<file path="src/rtl/scr_pkg.sv">
// Package: shared widths and register addresses of the status/control bank.
// Assumes a 4-bit word address space with byte-wide registers.
package scr_pkg;
    localparam int ADDR_W = 4;
    localparam int DATA_W = 8;

    // Register addresses. The control, pin-level and identity offsets are fixed
    // because other software decodes them.
    localparam logic [ADDR_W-1:0] A_CTRL   = 4'h0;
    localparam logic [ADDR_W-1:0] A_PINS   = 4'h2;
    localparam logic [ADDR_W-1:0] A_ID     = 4'h3;
    localparam logic [ADDR_W-1:0] A_LIVE   = 4'h4;
    localparam logic [ADDR_W-1:0] A_STICKY = 4'h5;

    // Bit positions inside the control register.
    localparam int B_SOFTRST = 0;
    localparam int B_PINMODE = 2;
endpackage

</file>
<file path="src/rtl/scr_reset_seq.sv">
// Module: soft reset sequencer.
// A start request produces an active pulse of exactly RST_CYCLES clocks.
// Assumes RST_CYCLES >= 1. Requests that arrive while the pulse runs are ignored.
module scr_reset_seq #(
    parameter int RST_CYCLES = 4
) (
    input  logic clk,
    input  logic rst_n,
    input  logic start,
    output logic active
);
    localparam int CNT_W = (RST_CYCLES > 1) ? $clog2(RST_CYCLES) : 1;
    localparam logic [CNT_W-1:0] CNT_INIT = CNT_W'(RST_CYCLES - 1);

    logic [CNT_W-1:0] remain;

    // Load the counter on start, count it down, and drop active after the last cycle.
    always_ff @(posedge clk) begin
        if (!rst_n) begin
            active <= 1'b0;
            remain <= '0;
        end else if (!active && start) begin
            active <= 1'b1;
            remain <= CNT_INIT;
        end else if (active) begin
            if (remain == '0) begin
                active <= 1'b0;
            end else begin
                remain <= remain - 1'b1;
            end
        end
    end
endmodule

</file>
<file path="src/rtl/scr_sticky_bits.sv">
// Module: latched (sticky) status bits.
// Each bit sets on a high event and holds until rd_clr. An event in the
// clearing cycle wins, so no event is lost. clr_all forces every bit to 0.
module scr_sticky_bits #(
    parameter int W = 8
) (
    input  logic         clk,
    input  logic         rst_n,
    input  logic         clr_all,
    input  logic         rd_clr,
    input  logic [W-1:0] ev,
    output logic [W-1:0] bits
);
    for (genvar i = 0; i < W; i++) begin : g_bit
        // One sticky flop per status bit.
        always_ff @(posedge clk) begin
            if (!rst_n || clr_all) begin
                bits[i] <= 1'b0;
            end else begin
                bits[i] <= (bits[i] & ~rd_clr) | ev[i];
            end
        end
    end
endmodule

</file>
<file path="src/rtl/scr_read_mux.sv">
// Module: read data selector for the register bank.
// Purely combinational. Unmapped addresses return zero.
// Assumes STAT_W and OUT_W do not exceed the data width.
module scr_read_mux
    import scr_pkg::*;
#(
    parameter int STAT_W = 8,
    parameter int OUT_W  = 4,
    parameter logic [DATA_W-1:0] VERSION = 8'h21
) (
    input  logic [ADDR_W-1:0] addr,
    input  logic [DATA_W-1:0] ctrl,
    input  logic [OUT_W-1:0]  pins,
    input  logic [STAT_W-1:0] live,
    input  logic [STAT_W-1:0] sticky,
    output logic [DATA_W-1:0] data
);
    // Select the addressed register, zero-extending the narrow ones.
    always_comb begin
        data = '0;
        unique case (addr)
            A_CTRL:   data = ctrl;
            A_PINS:   data[OUT_W-1:0] = pins;
            A_ID:     data = VERSION;
            A_LIVE:   data[STAT_W-1:0] = live;
            A_STICKY: data[STAT_W-1:0] = sticky;
            default:  data = '0;
        endcase
    end
endmodule

</file>
<file path="src/rtl/stat_ctrl_bank.sv">
// Module: general status and control register bank (top).
// Holds the control register, output-status pin register, identity code,
// live status and latched status, all on a one-cycle strobe register bus.
// Assumes a synchronous active-low rst_n. While the soft reset runs, all of
// this bank's registers are held at their defaults.
module stat_ctrl_bank
    import scr_pkg::*;
#(
    parameter int STAT_W     = 8,
    parameter int OUT_W      = 4,
    parameter int RST_CYCLES = 4,
    parameter logic [DATA_W-1:0] VERSION = 8'h21
) (
    input  logic              clk,
    input  logic              rst_n,
    input  logic [ADDR_W-1:0] bus_addr,
    input  logic              bus_wr,
    input  logic              bus_rd,
    input  logic [DATA_W-1:0] bus_wdata,
    output logic [DATA_W-1:0] bus_rdata,
    input  logic [STAT_W-1:0] live_in,
    input  logic [STAT_W-1:0] event_in,
    output logic [DATA_W-1:0] ctrl_o,
    output logic [OUT_W-1:0]  stat_pins_o,
    output logic              soft_rst_o
);
    logic                soft_active;
    logic                wr_en;
    logic                soft_start;
    logic                clr_regs;
    logic                sticky_rd;
    logic [DATA_W-1:1]   ctrl_hi;
    logic [OUT_W-1:0]    pin_reg;
    logic [STAT_W-1:0]   sticky;
    logic [DATA_W-1:0]   ctrl_full;
    logic [DATA_W-1:0]   rd_mux;

    // Bus writes are blocked while the soft reset pulse runs.
    assign wr_en      = bus_wr && !soft_active;
    assign soft_start = wr_en && (bus_addr == A_CTRL) && bus_wdata[B_SOFTRST];
    assign clr_regs   = soft_start || soft_active;
    assign sticky_rd  = bus_rd && (bus_addr == A_STICKY);
    assign ctrl_full  = {ctrl_hi, soft_active};

    scr_reset_seq #(.RST_CYCLES(RST_CYCLES)) rst_seq_i (
        .clk    (clk),
        .rst_n  (rst_n),
        .start  (soft_start),
        .active (soft_active)
    );

    // Writable control bits. A soft reset returns them to their defaults.
    always_ff @(posedge clk) begin
        if (!rst_n || clr_regs) begin
            ctrl_hi <= '0;
        end else if (wr_en && bus_addr == A_CTRL) begin
            ctrl_hi <= bus_wdata[DATA_W-1:1];
        end
    end

    // Output-status pin level register.
    always_ff @(posedge clk) begin
        if (!rst_n || clr_regs) begin
            pin_reg <= '0;
        end else if (wr_en && bus_addr == A_PINS) begin
            pin_reg <= bus_wdata[OUT_W-1:0];
        end
    end

    scr_sticky_bits #(.W(STAT_W)) sticky_i (
        .clk     (clk),
        .rst_n   (rst_n),
        .clr_all (clr_regs),
        .rd_clr  (sticky_rd),
        .ev      (event_in),
        .bits    (sticky)
    );

    scr_read_mux #(.STAT_W(STAT_W), .OUT_W(OUT_W), .VERSION(VERSION)) rd_mux_i (
        .addr   (bus_addr),
        .ctrl   (ctrl_full),
        .pins   (pin_reg),
        .live   (live_in),
        .sticky (sticky),
        .data   (rd_mux)
    );

    // Registered read data. It updates only on a read strobe.
    always_ff @(posedge clk) begin
        if (!rst_n) begin
            bus_rdata <= '0;
        end else if (bus_rd) begin
            bus_rdata <= rd_mux;
        end
    end

    assign ctrl_o      = ctrl_full;
    assign soft_rst_o  = soft_active;
    assign stat_pins_o = ctrl_hi[B_PINMODE] ? pin_reg : '0;
endmodule

</file>
<file path="config.mk">
export PLATFORM = sky130hd
export DESIGN_NAME = stat_ctrl_bank
export DESIGN_NICKNAME = d
export VERILOG_FILES = /design/src/rtl/scr_pkg.sv /design/src/rtl/scr_reset_seq.sv /design/src/rtl/scr_sticky_bits.sv /design/src/rtl/scr_read_mux.sv /design/src/rtl/stat_ctrl_bank.sv
export SDC_FILE = /design/constraint.sdc
export NUM_CORES = 1
export LEC_CHECK = 0
export BUFFER_PORTS_ARGS = -buffer_cell sky130_fd_sc_hd__buf_4
export CORE_MARGIN = 5
export CORE_UTILIZATION = 48
export CTS_CLUSTER_DIAMETER = 30
export DETAILED_ROUTE_END_ITERATION = 8
export PLACE_DENSITY = 0.88
export SYNTH_ARGS = -nofsm -noshare
export SYNTH_HDL_FRONTEND = slang
export SYNTH_SLANG_ARGS = --single-unit
</file>
<file path="constraint.sdc">
create_clock -name clk -period 2 [get_ports clk]
set_input_delay 0.4 -clock clk [delete_from_list [all_inputs] [get_ports clk]]
set_output_delay 0.4 -clock clk [all_outputs]
set_load 0.02 [all_outputs]
</file>
# Yosys cells after proc, flatten, opt, wreduce, memory -nomap -nowiden
# Cells that the tools add are included.
# W data, S select, Z words.
[word_totals]
output_inout_bits = 21
input_bits = 32
reg_bits = 30
word_cells = 59
[classes]
n_addsub = 1
n_bitwise = 17
reduce_logical = 14
eq_ne = 5
mux = 9
[op_table]
columns = ["operator", "count"]
rows = [
  ["$pmux W4 S5", 1],
  ["$pmux W4 S4", 1],
  ["$and A1 B1 Y1", 8],
  ["$eq A4 B2 Y1 const B", 2],
  ["$eq A4 B3 Y1 const B", 2],
  ["$or A1 B1 Y1", 8],
  ["$logic_and A1 B1 Y1", 6],
  ["$mux W2", 3],
  ["$logic_not A4 Y1", 1],
  ["$mux W4", 1],
  ["$mux W1", 3],
  ["$logic_not A1 Y1", 2],
  ["$logic_not A2 Y1", 1],
  ["$logic_or A1 B1 Y1", 2],
  ["$ne A2 B1 Y1 const B", 1],
  ["$reduce_and A2 Y1", 1],
  ["$reduce_bool A2 Y1", 1],
  ["$sub A2 B1 Y2 const B", 1],
  ["$not A1 Y1", 1],
]

# Logic depth before layout (Yosys ltp)
# Gate-level depths: netlist (run 1).
[logic_depth]
word_depth = 7
depth_mapped = 6
depth_no_buf = 6

# Hierarchy
# A second synthesis (run 1) with hierarchy kept.
[unflattened]
cells_unflattened = 174
area_unflattened_um2 = 1557.7
[by_module_without_submodules]
columns = ["mod", "area_per_inst_um2", "instances", "cells_each", "seq_area_each_um2"]
rows = [
  ["stat_ctrl_bank", 812.0, 1, 89, 380.4],
  ["scr_sticky_bits", 335.3, 1, 34, 160.2],
  ["scr_read_mux", 281.5, 1, 37, 0.0],
  ["scr_reset_seq", 128.9, 1, 14, 60.1],
]

# Worst setup path after synthesis (run 1)
# Ideal clock, no wire load.
[synth_path]
kind = "input to register"
startpoint = "input bus_addr[2]"
endpoint = "register sticky_i.bits[0]"
path_slack_ns = 0.451
setup_ns = 0.114
n_path_buf = 2
arrival_time_ns = 1.434
stages = 6
cell_sequence = "buf_6 > nor4b_4 > nand3_2 > nand3_2 > buf_6 > nor2_1"
[synth_via]
elab_chain_cells = 5
[synth_rtl]
columns = ["element", "line", "rtl"]
rows = [
  ["from (decl)", "stat_ctrl_bank.sv:16", "input logic [ADDR_W-1:0] bus_addr,"],
  ["$eq A4 B3 Y1 or $logic_not A4 Y1 (tied branches)", "stat_ctrl_bank.sv:42, stat_ctrl_bank.sv:40", ""],
  ["$logic_and A1 B1 Y1, on equally long branches", "stat_ctrl_bank.sv:42, stat_ctrl_bank.sv:40", ""],
  ["$not A1 Y1 or $logic_and A1 B1 Y1 (tied branches)", "scr_sticky_bits.sv:20, stat_ctrl_bank.sv:40", ""],
  ["$and A1 B1 Y1 or $logic_or A1 B1 Y1 (tied branches)", "scr_sticky_bits.sv:20, stat_ctrl_bank.sv:41", ""],
  ["$or A1 B1 Y1 or $logic_or A1 B1 Y1 (tied branches)", "scr_sticky_bits.sv:20, scr_sticky_bits.sv:17", ""],
  ["to (signal, indexed assignment)", "scr_sticky_bits.sv:20", "bits[i] <= (bits[i] & ~rd_clr) | ev[i];"],
  ["to (decl)", "scr_sticky_bits.sv:12", "output logic [W-1:0] bits"],
]
# Parallel ways exist; a longest one is shown, timed or not.
# A chain may end at the register's enable or synchronous reset.

# Final worst setup path (run 1)
[layout_path]
startpoint = "register ctrl_hi[2] (netlist name)"
endpoint = "output stat_pins_o[1]"
[layout_via]
elab_chain_cells = 1
[layout_rtl]
columns = ["element", "line", "rtl"]
rows = [
  ["from (decl)", "stat_ctrl_bank.sv:32", "logic [DATA_W-1:1] ctrl_hi;"],
  ["from (signal assigned)", "stat_ctrl_bank.sv:57", "ctrl_hi <= bus_wdata[DATA_W-1:1];"],
  ["$mux W4", "stat_ctrl_bank.sv:99", "assign stat_pins_o = ctrl_hi[B_PINMODE] ? pin_reg : '0;"],
  ["to (decl)", "stat_ctrl_bank.sv:24", "output logic [OUT_W-1:0] stat_pins_o,"],
]
# Every way passes these cells.

==> flow_results.xml, run 1 <==
<?xml version="1.0" encoding="UTF-8"?>
<metrics>
  <group name="global_routing">
    <metric name="maximum_number_of_pins_on_one_net_before_global_route_repair" unit="">20</metric>
    <metric name="antenna_found_initial" unit="">0</metric>
    <metric name="global_route_wire_length_before_repair" unit="um">6000</metric>
    <metric name="grt.total_usage" unit="%">18.5</metric>
    <metric name="gr-total-overflow" unit="">0</metric>
    <metric name="grt_pass1_vias" unit="">1259</metric>
  </group>
  <group name="clock_network">
    <metric name="cts_resized" unit="">0</metric>
    <metric name="clock_tree_from_tritoncts" unit="">done</metric>
    <metric name="htree_levels" unit="">2</metric>
    <metric name="clock_tree.buffer_depth" unit="">2</metric>
    <metric name="clockRootBuffer" unit="">sky130_fd_sc_hd__clkbuf_4</metric>
    <metric name="post-cts-setup-buffer-count" unit="">0</metric>
    <metric name="cts_inserted_buffers" unit="">5</metric>
    <metric name="cts_hold_repair.buffers" unit="">0</metric>
    <metric name="clock_sinks" unit="">30</metric>
    <metric name="cts.reportedPaths.clkPinSlew" unit="ns">0.09</metric>
    <metric name="worstSkewPairLatency" unit="ns">0.34</metric>
  </group>
  <group name="finish">
    <metric name="num_antenna_cells" unit="">0</metric>
    <metric name="finish.instance_area" unit="um^2">1870</metric>
    <metric name="area.growth.synth_to_final" unit="%">30.4</metric>
    <metric name="drive_above_1_share" unit="%">32.9</metric>
    <metric name="final_net_count" unit="">246</metric>
    <metric name="biggestRegsByFlops" unit="">bus_rdata: 8 flops, sticky_i.bits: 8 flops, ctrl_hi: 7 flops</metric>
  </group>
  <group name="synthesis">
    <metric name="postSynthRegisterBits" unit="">30</metric>
    <metric name="avgSynthCellArea" unit="um^2">8.97</metric>
    <metric name="syn-cell-area" unit="um^2">1440</metric>
    <metric name="synth.lib_cells_used.distinct" unit="">34</metric>
    <metric name="share_of_the_synthesized_area_in_the_top_cell_type" unit="%">41.8</metric>
    <metric name="synth_fp_nets" unit="">193</metric>
    <metric name="yosys.area_share.simple" unit="%">22.7</metric>
    <metric name="post_synth_top_flop" unit="">sky130_fd_sc_hd__dfxtp_1</metric>
    <metric name="synth-adder-area-share" unit="%">0.872</metric>
    <metric name="post-synth-top-area-cell" unit="">sky130_fd_sc_hd__dfxtp_1</metric>
    <metric name="seq_area_frac_synth" unit="%">41.8</metric>
    <metric name="post_synth_xor_xnor_area" unit="%">0.610</metric>
    <metric name="yosys-mux-area-fraction" unit="%">9.94</metric>
    <metric name="synth-async-reset-ratio" unit="%">0</metric>
    <metric name="synth-compound-area-share" unit="%">18.1</metric>
    <metric name="combinational_family_with_the_most_area_after_synthesis" unit="">simple AND/OR/NAND/NOR gates</metric>
    <metric name="netlist_top_cells_area" unit="">sky130_fd_sc_hd__dfxtp_1 (42%), sky130_fd_sc_hd__mux2i_1 (8.4%), sky130_fd_sc_hd__a21oi_1 (5.9%)</metric>
    <metric name="instance_count_of_the_mapped_netlist" unit="">160</metric>
    <metric name="synthesis_warning_total" unit="">0</metric>
    <metric name="synth-edff-count" unit="">0</metric>
  </group>
  <group name="worst_setup_path">
    <metric name="setup.worst_path.start_class" unit="">register</metric>
    <metric name="timing.critical_path.slowest_cell_delay" unit="ns">0.43</metric>
    <metric name="cp_max_fo" unit="">7</metric>
    <metric name="timing.critical_path.required" unit="ns">1.60</metric>
    <metric name="cp_data_arrival_time" unit="ns">1.08</metric>
    <metric name="timing.critical_path.slowest_stage_cell" unit="">sky130_fd_sc_hd__dfxtp_1</metric>
    <metric name="worstSetupEndpointType" unit="">primary output</metric>
    <metric name="timing.setup.critical_path_class" unit="">reg -&gt; out</metric>
    <metric name="timing.critical_path.cells" unit="">and2_1, buf_4</metric>
  </group>
  <group name="timing">
    <metric name="maxClockFrequency" unit="GHz">0.674</metric>
    <metric name="fin_tns_setup" unit="ns">0</metric>
    <metric name="hold_viol" unit="">0</metric>
    <metric name="clock-skew-final" unit="ns">0.00406</metric>
    <metric name="timing_worst_slew_pin_value" unit="ns">0.433</metric>
    <metric name="number_of_endpoints_failing_setup_at_the_final_stage" unit="">0</metric>
    <metric name="min_period_over_period" unit="%">74.2</metric>
    <metric name="slew_violations" unit="">0</metric>
    <metric name="rsz0062_at_grt" unit="">no</metric>
    <metric name="worst_max_slew_margin_expressed_relative_to_the_limit" unit="%">70.9</metric>
    <metric name="finalCriticalPeriod" unit="ns">1.48</metric>
  </group>
  <group name="run">
    <metric name="maxCapViolCount" unit="">0</metric>
  </group>
  <group name="route">
    <metric name="routed_wire_length_per_instance" unit="um">15.2</metric>
    <metric name="drtIter0Drc" unit="">35</metric>
    <metric name="route.antenna.remaining_nets" unit="">0</metric>
    <metric name="vias_per_cell" unit="">5.66</metric>
    <metric name="routed-via-count" unit="">1380</metric>
    <metric name="drt-pass1-iter-count" unit="">4</metric>
    <metric name="drc_errors" unit="">0</metric>
    <metric name="totalWireLength" unit="um">3700</metric>
  </group>
  <group name="power">
    <metric name="power.density_cell_area" unit="nW/um^2">595</metric>
    <metric name="worst_ir_drop_vdd" unit="mV">0.405</metric>
    <metric name="power.static_leakage" unit="nW">0.808</metric>
  </group>
  <group name="die">
    <metric name="design.die.area" unit="um^2">4180</metric>
    <metric name="die_h" unit="um">64.7</metric>
    <metric name="start_util" unit="%">51.2</metric>
    <metric name="rows" unit="">19</metric>
    <metric name="boundaryPins" unit="">53</metric>
    <metric name="die_width" unit="um">64.7</metric>
    <metric name="fp.coreArea" unit="um^2">2810</metric>
  </group>
  <group name="place">
    <metric name="placedInstanceArea" unit="um^2">1820</metric>
    <metric name="numPortBuffers" unit="">52</metric>
    <metric name="gp_congestion" unit="">0.830</metric>
    <metric name="detail_placement_hpwl" unit="um">2900</metric>
  </group>
  <group name="min_path">
    <metric name="worstHoldPathType" unit="">in -&gt; reg</metric>
  </group>
  <group name="run_status">
    <metric name="run_status" unit="">completed</metric>
  </group>
</metrics>
## worst max-delay path: cells and delay by family (launching register included)
| kind | cells | cell delay (ns) |
|---|---|---|
| DFF | 1 | 0.43 |
| buffers and inverters | 1 | 0.14 |
| and+or+nand+nor | 1 | 0.18 |
## cell usage after synthesis (all sizes together) (2+ instances only)
cell type	n
nor3	2
and2	4
nand2	16
a22o	3
nor2b	2
nor2	14
nand3	6
inv	8
o31ai	2
a21oi	17
buf	6
o22ai	3
o21ai	8
mux2i	12
a32oi	3
dfxtp	30
mux2	2
a21boi	3
nand4b	7
clkbuf	2
## placed cells by master, fill, tap and decap left out, types with 4 or more instances in the layout
cell                       instances
sky130_fd_sc_hd__a21oi_1          17
sky130_fd_sc_hd__nor2_1           12
sky130_fd_sc_hd__clkbuf_4          5
sky130_fd_sc_hd__buf_4            54
sky130_fd_sc_hd__mux2i_1          12
sky130_fd_sc_hd__o21ai_0           8
sky130_fd_sc_hd__nand2_1          16
sky130_fd_sc_hd__inv_1             8
sky130_fd_sc_hd__and2_1            4
sky130_fd_sc_hd__nand4b_1          7
sky130_fd_sc_hd__dfxtp_1          30
## routing by layer
metal  share of wire [%]  global-route usage (%)  up-vias
li1                    -                       -      680
met1                  46                    23.8      637
met2                  45                    28.4       56
met3                 7.0                    5.18        7
met4                 1.9                    9.50        0
met5                   0                       0        -
## kinds of logic after synthesis
logic type               after synthesis
multiplexers                          14
XOR/XNOR                               1
flip-flops                            30
adder cells (fa/ha/maj)                1
AO/OA/AOI/OAI                         42
buffers and inverters                 16
AND/OR/NAND/NOR                       56
## layout make-up
cell class,instances,area (um^2)
fillers,254,933
well taps,31,38.8
repair buffers,54,405
inverters,8,30.0
flip-flops and latches,30,601
multi-input cells,114,749
clock inverters,2,10.0
clock buffers,5,37.5
## through the flow
stage	instances	util, %	power, W	worst slack (ns)	hold slack, ns
2_1_floorplan	160	-	0.000721	0.451	0.448
3_3_place_gp	237	65.0	0.000791	0.412	0.436
3_5_place_dp	237	65.0	0.000794	0.358	0.445
4_1_cts	244	66.7	0.00112	0.498	0.255
5_1_grt	244	66.7	0.00117	0.447	0.257
6_report	244	66.7	0.00111	0.516	0.265
## path summary, 6_finish.rpt
path	startpoint	to	slack, ns	cells past startpoint
hold / removal	event_in[0]	sticky_i.bits[0]$_SDFF_PP0_	0.27	3
setup / recovery	ctrl_hi[2]$_SDFFE_PP0P_	stat_pins_o[1]	0.52	2
setup reg to reg	rst_seq_i.active$_SDFF_PN0_	pin_reg[2]$_SDFFE_PP0P_	0.65	4
hold reg to reg	bus_rdata[5]$_SDFFE_PN0P_	bus_rdata[5]$_SDFFE_PN0P_	0.46	2
## power by group
part	switching [W]	internal, W	leakage [nW]
sequential	0.00000957	0.000614	0.245
clock	0.000206	0.000126	0.0308
combinational	0.0000782	0.0000794	0.533
No activity file was read; power rests on OpenSTA's default activity.
==> inputs of run 2 (changes only) <==
--- a/config.mk
+++ b/config.mk
@@ -5,6 +5,7 @@
 export SDC_FILE = /design/constraint.sdc
 export NUM_CORES = 1
 export LEC_CHECK = 0
+export ABC_AREA = 1
 export BUFFER_PORTS_ARGS = -buffer_cell sky130_fd_sc_hd__buf_4
 export CORE_MARGIN = 5
 export CORE_UTILIZATION = 48
==> constraint.sdc (replaced) <==
create_clock -name clk -period 1.4 [get_ports clk]
set_input_delay 0.28 -clock clk [delete_from_list [all_inputs] [get_ports clk]]
set_output_delay 0.28 -clock clk [all_outputs]
set_load 0.02 [all_outputs]
==> run 2 against run 1 <==
Against the previous run: final cell count up 16%; clock skew up 0.0082 ns; largest cell class unchanged; clock power up 64%; critical endpoint is now rst_seq_i.remain[0]$_SDFFE_PN0P_.
==> flow_results.xml, run 2 <==
<?xml version="1.0" encoding="UTF-8"?>
<metrics>
  <group name="global_routing">
    <metric name="maximum_number_of_pins_on_one_net_before_global_route_repair" unit="">20</metric>
    <metric name="grt.total_usage" unit="%">19.1</metric>
    <metric name="grt_pass1_vias" unit="">1395</metric>
    <metric name="antenna_found_initial" unit="">0</metric>
    <metric name="gr-total-overflow" unit="">0</metric>
    <metric name="global_route_wire_length_before_repair" unit="um">6200</metric>
  </group>
  <group name="worst_setup_path">
    <metric name="timing.critical_path.cells" unit="">inv_1, ha_1, or2_2, xor2_1, a21oi_1</metric>
    <metric name="timing.critical_path.required" unit="ns">1.66</metric>
    <metric name="setup.worst_path.start_class" unit="">register</metric>
    <metric name="cp_max_fo" unit="">4</metric>
    <metric name="worstSetupEndpointType" unit="">register</metric>
    <metric name="timing.critical_path.slowest_cell_delay" unit="ns">0.36</metric>
    <metric name="timing.setup.critical_path_class" unit="">reg -&gt; reg</metric>
    <metric name="cp_data_arrival_time" unit="ns">1.54</metric>
    <metric name="timing.critical_path.slowest_stage_cell" unit="">sky130_fd_sc_hd__dfxtp_1</metric>
  </group>
  <group name="finish">
    <metric name="area.sequential" unit="um^2">602</metric>
    <metric name="num_antenna_cells" unit="">0</metric>
    <metric name="finish.instance_area" unit="um^2">1920</metric>
    <metric name="biggestRegsByFlops" unit="">bus_rdata: 8 flops, sticky_i.bits: 8 flops, ctrl_hi: 7 flops</metric>
    <metric name="multiInputGateArea" unit="um^2">703</metric>
    <metric name="drive_above_1_share" unit="%">30.7</metric>
    <metric name="area.growth.synth_to_final" unit="%">37.3</metric>
    <metric name="layoutNonFillerInstCount" unit="">282</metric>
    <metric name="fillers" unit="">252</metric>
    <metric name="final_common_cell" unit="">sky130_fd_sc_hd__buf_4</metric>
    <metric name="final_net_count" unit="">283</metric>
    <metric name="mostFrequentLayoutCells" unit="">sky130_fd_sc_hd__buf_4 (55), sky130_fd_sc_hd__nand2_1 (41), sky130_fd_sc_hd__nand3_1 (40)</metric>
  </group>
  <group name="timing">
    <metric name="final.setup.worst_slack" unit="ns">0.125</metric>
    <metric name="min_period_over_period" unit="%">91.0</metric>
    <metric name="worst_max_slew_margin_expressed_relative_to_the_limit" unit="%">77.9</metric>
    <metric name="hold_viol" unit="">0</metric>
    <metric name="maxClockFrequency" unit="GHz">0.785</metric>
    <metric name="worst_hold_slack" unit="ns">0.162</metric>
    <metric name="number_of_endpoints_failing_setup_at_the_final_stage" unit="">0</metric>
    <metric name="clock-skew-final" unit="ns">0.0123</metric>
    <metric name="slew_violations" unit="">0</metric>
    <metric name="rsz0062_at_grt" unit="">no</metric>
    <metric name="finalCriticalPeriod" unit="ns">1.27</metric>
    <metric name="timing_worst_slew_pin_value" unit="ns">0.331</metric>
  </group>
  <group name="run">
    <metric name="maxCapViolCount" unit="">0</metric>
  </group>
  <group name="synthesis">
    <metric name="synth.lib_cells_used.distinct" unit="">22</metric>
    <metric name="synth_fp_nets" unit="">225</metric>
    <metric name="syn-cell-area" unit="um^2">1400</metric>
    <metric name="post_synth_top_flop" unit="">sky130_fd_sc_hd__dfxtp_1</metric>
    <metric name="synth-async-reset-ratio" unit="%">0</metric>
    <metric name="synth_commonest_cells" unit="">sky130_fd_sc_hd__nand2_1 (41), sky130_fd_sc_hd__nand3_1 (40), sky130_fd_sc_hd__a21oi_1 (30), sky130_fd_sc_hd__dfxtp_1 (30)</metric>
    <metric name="post-synth-top-area-cell" unit="">sky130_fd_sc_hd__dfxtp_1</metric>
    <metric name="instance_count_of_the_mapped_netlist" unit="">192</metric>
    <metric name="synth-edff-count" unit="">0</metric>
    <metric name="seq_area_frac_synth" unit="%">43.0</metric>
    <metric name="postSynthRegisterBits" unit="">30</metric>
    <metric name="netlist_top_cells_area" unit="">sky130_fd_sc_hd__dfxtp_1 (43%), sky130_fd_sc_hd__nand3_1 (14%), sky130_fd_sc_hd__nand2_1 (11%)</metric>
    <metric name="share_of_the_synthesized_area_in_the_top_cell_type" unit="%">43.0</metric>
    <metric name="synthesis_warning_total" unit="">0</metric>
    <metric name="dominant_cell_by_count_in_the_synthesized_netlist" unit="">sky130_fd_sc_hd__nand2_1</metric>
    <metric name="avgSynthCellArea" unit="um^2">7.27</metric>
  </group>
  <group name="route">
    <metric name="routed-via-count" unit="">1505</metric>
    <metric name="drtIter0Drc" unit="">49</metric>
    <metric name="routed_wire_length_per_instance" unit="um">13.4</metric>
    <metric name="totalWireLength" unit="um">3770</metric>
    <metric name="drt-pass1-iter-count" unit="">5</metric>
    <metric name="vias_per_cell" unit="">5.34</metric>
    <metric name="drc_errors" unit="">0</metric>
    <metric name="route.antenna.remaining_nets" unit="">0</metric>
  </group>
  <group name="die">
    <metric name="rows" unit="">19</metric>
    <metric name="die_h" unit="um">63.9</metric>
    <metric name="design.die.area" unit="um^2">4090</metric>
    <metric name="fp.coreArea" unit="um^2">2780</metric>
    <metric name="boundaryPins" unit="">53</metric>
    <metric name="start_util" unit="%">50.2</metric>
    <metric name="die_width" unit="um">63.9</metric>
  </group>
  <group name="clock_network">
    <metric name="htree_levels" unit="">2</metric>
    <metric name="cts_inserted_buffers" unit="">5</metric>
    <metric name="cts.reportedPaths.clkPinSlew" unit="ns">0.10</metric>
    <metric name="clock_sinks" unit="">30</metric>
    <metric name="clock_tree_from_tritoncts" unit="">done</metric>
    <metric name="cts_hold_repair.buffers" unit="">0</metric>
    <metric name="cts_resized" unit="">0</metric>
    <metric name="post-cts-setup-buffer-count" unit="">0</metric>
    <metric name="clock_tree.buffer_depth" unit="">2</metric>
    <metric name="worstSkewPairLatency" unit="ns">0.33</metric>
    <metric name="clockRootBuffer" unit="">sky130_fd_sc_hd__clkbuf_4</metric>
  </group>
  <group name="power">
    <metric name="power.static_leakage" unit="nW">0.882</metric>
    <metric name="worst_ir_drop_vdd" unit="mV">0.814</metric>
    <metric name="total_power" unit="W">0.00168</metric>
    <metric name="power.density_cell_area" unit="nW/um^2">876</metric>
  </group>
  <group name="place">
    <metric name="numPortBuffers" unit="">52</metric>
    <metric name="placedInstanceArea" unit="um^2">1850</metric>
    <metric name="place_worst_setup_slack" unit="ns">-0.00615</metric>
    <metric name="gp_congestion" unit="">0.834</metric>
    <metric name="place.detailed.instances" unit="">274</metric>
    <metric name="detail_placement_hpwl" unit="um">2900</metric>
  </group>
  <group name="min_path">
    <metric name="worstHoldPathType" unit="">in -&gt; reg</metric>
  </group>
  <group name="run_status">
    <metric name="run_status" unit="">completed</metric>
  </group>
</metrics>
run 2: cell types whose count changed after synthesis, sizes merged, moves of 6 or more:
cell    change
nand4b      -7
a21oi      +13
nand3      +36
mux2i      -12
inv         +6
nand2      +26
run 2: cell families after synthesis:
group                    share of synthesized area (%)
adder cells (fa/ha/maj)                          0.896
AND/OR/NAND/NOR                                   36.3
flip-flops                                        43.0
XOR/XNOR                                         0.627
AO/OA/AOI/OAI                                     12.5
buffers and inverters                             6.63
run 2: stage by stage:
step,setup TNS (ns),utilization (%)
after floorplan,0,-
after global placement,0,66.6
after detailed placement,-0.00846,66.6
after CTS,0,68.9
after global routing,0,68.9
final,0,68.9
run 2: critical path, delay by kind of cell (launching register included):
family	cells	cell delay, ns
DFF	1	0.36
and+or+nand+nor	1	0.33
adders and majority gates	1	0.18
xor gates and xnor gates	1	0.16
AOI/OAI and AO/OA	1	0.13
buffers and inverters	1	0.05
run 2: worst paths after layout:
kind,start,end,slack [ns],cells past startpoint
worst max register to register,rst_seq_i.remain[0]$_SDFFE_PN0P_,rst_seq_i.remain[0]$_SDFFE_PN0P_,0.13,5
worst min register to register,bus_rdata[3]$_SDFFE_PN0P_,bus_rdata[3]$_SDFFE_PN0P_,0.47,2
worst max-delay path,rst_seq_i.remain[0]$_SDFFE_PN0P_,rst_seq_i.remain[0]$_SDFFE_PN0P_,0.13,5
worst min-delay path,event_in[3],sticky_i.bits[3]$_SDFF_PP0_,0.16,3
run 2: report_power, final:
group          switching (W)  total (W)  internal, W
clock network       0.000303   0.000544     0.000241
logic               0.000123   0.000236     0.000112
registers          0.0000181   0.000899     0.000881
run 2: area by class of cell:
type / instances / share of cell area, %
clock buffer: 6 / 2.68
clock inverter: 2 / 0.653
timing repair buffer: 57 / 23.6
sequential: 30 / 31.4
multi-input combinational: 141 / 36.7
tap: 31 / 2.02
inverter: 15 / 2.94
run 2: metal layers:
layer  GRT usage [%]  wire (um)
met1            25.0       1610
met2            28.5       1740
met3            7.71        342
met4            6.23         77
met5               0          0
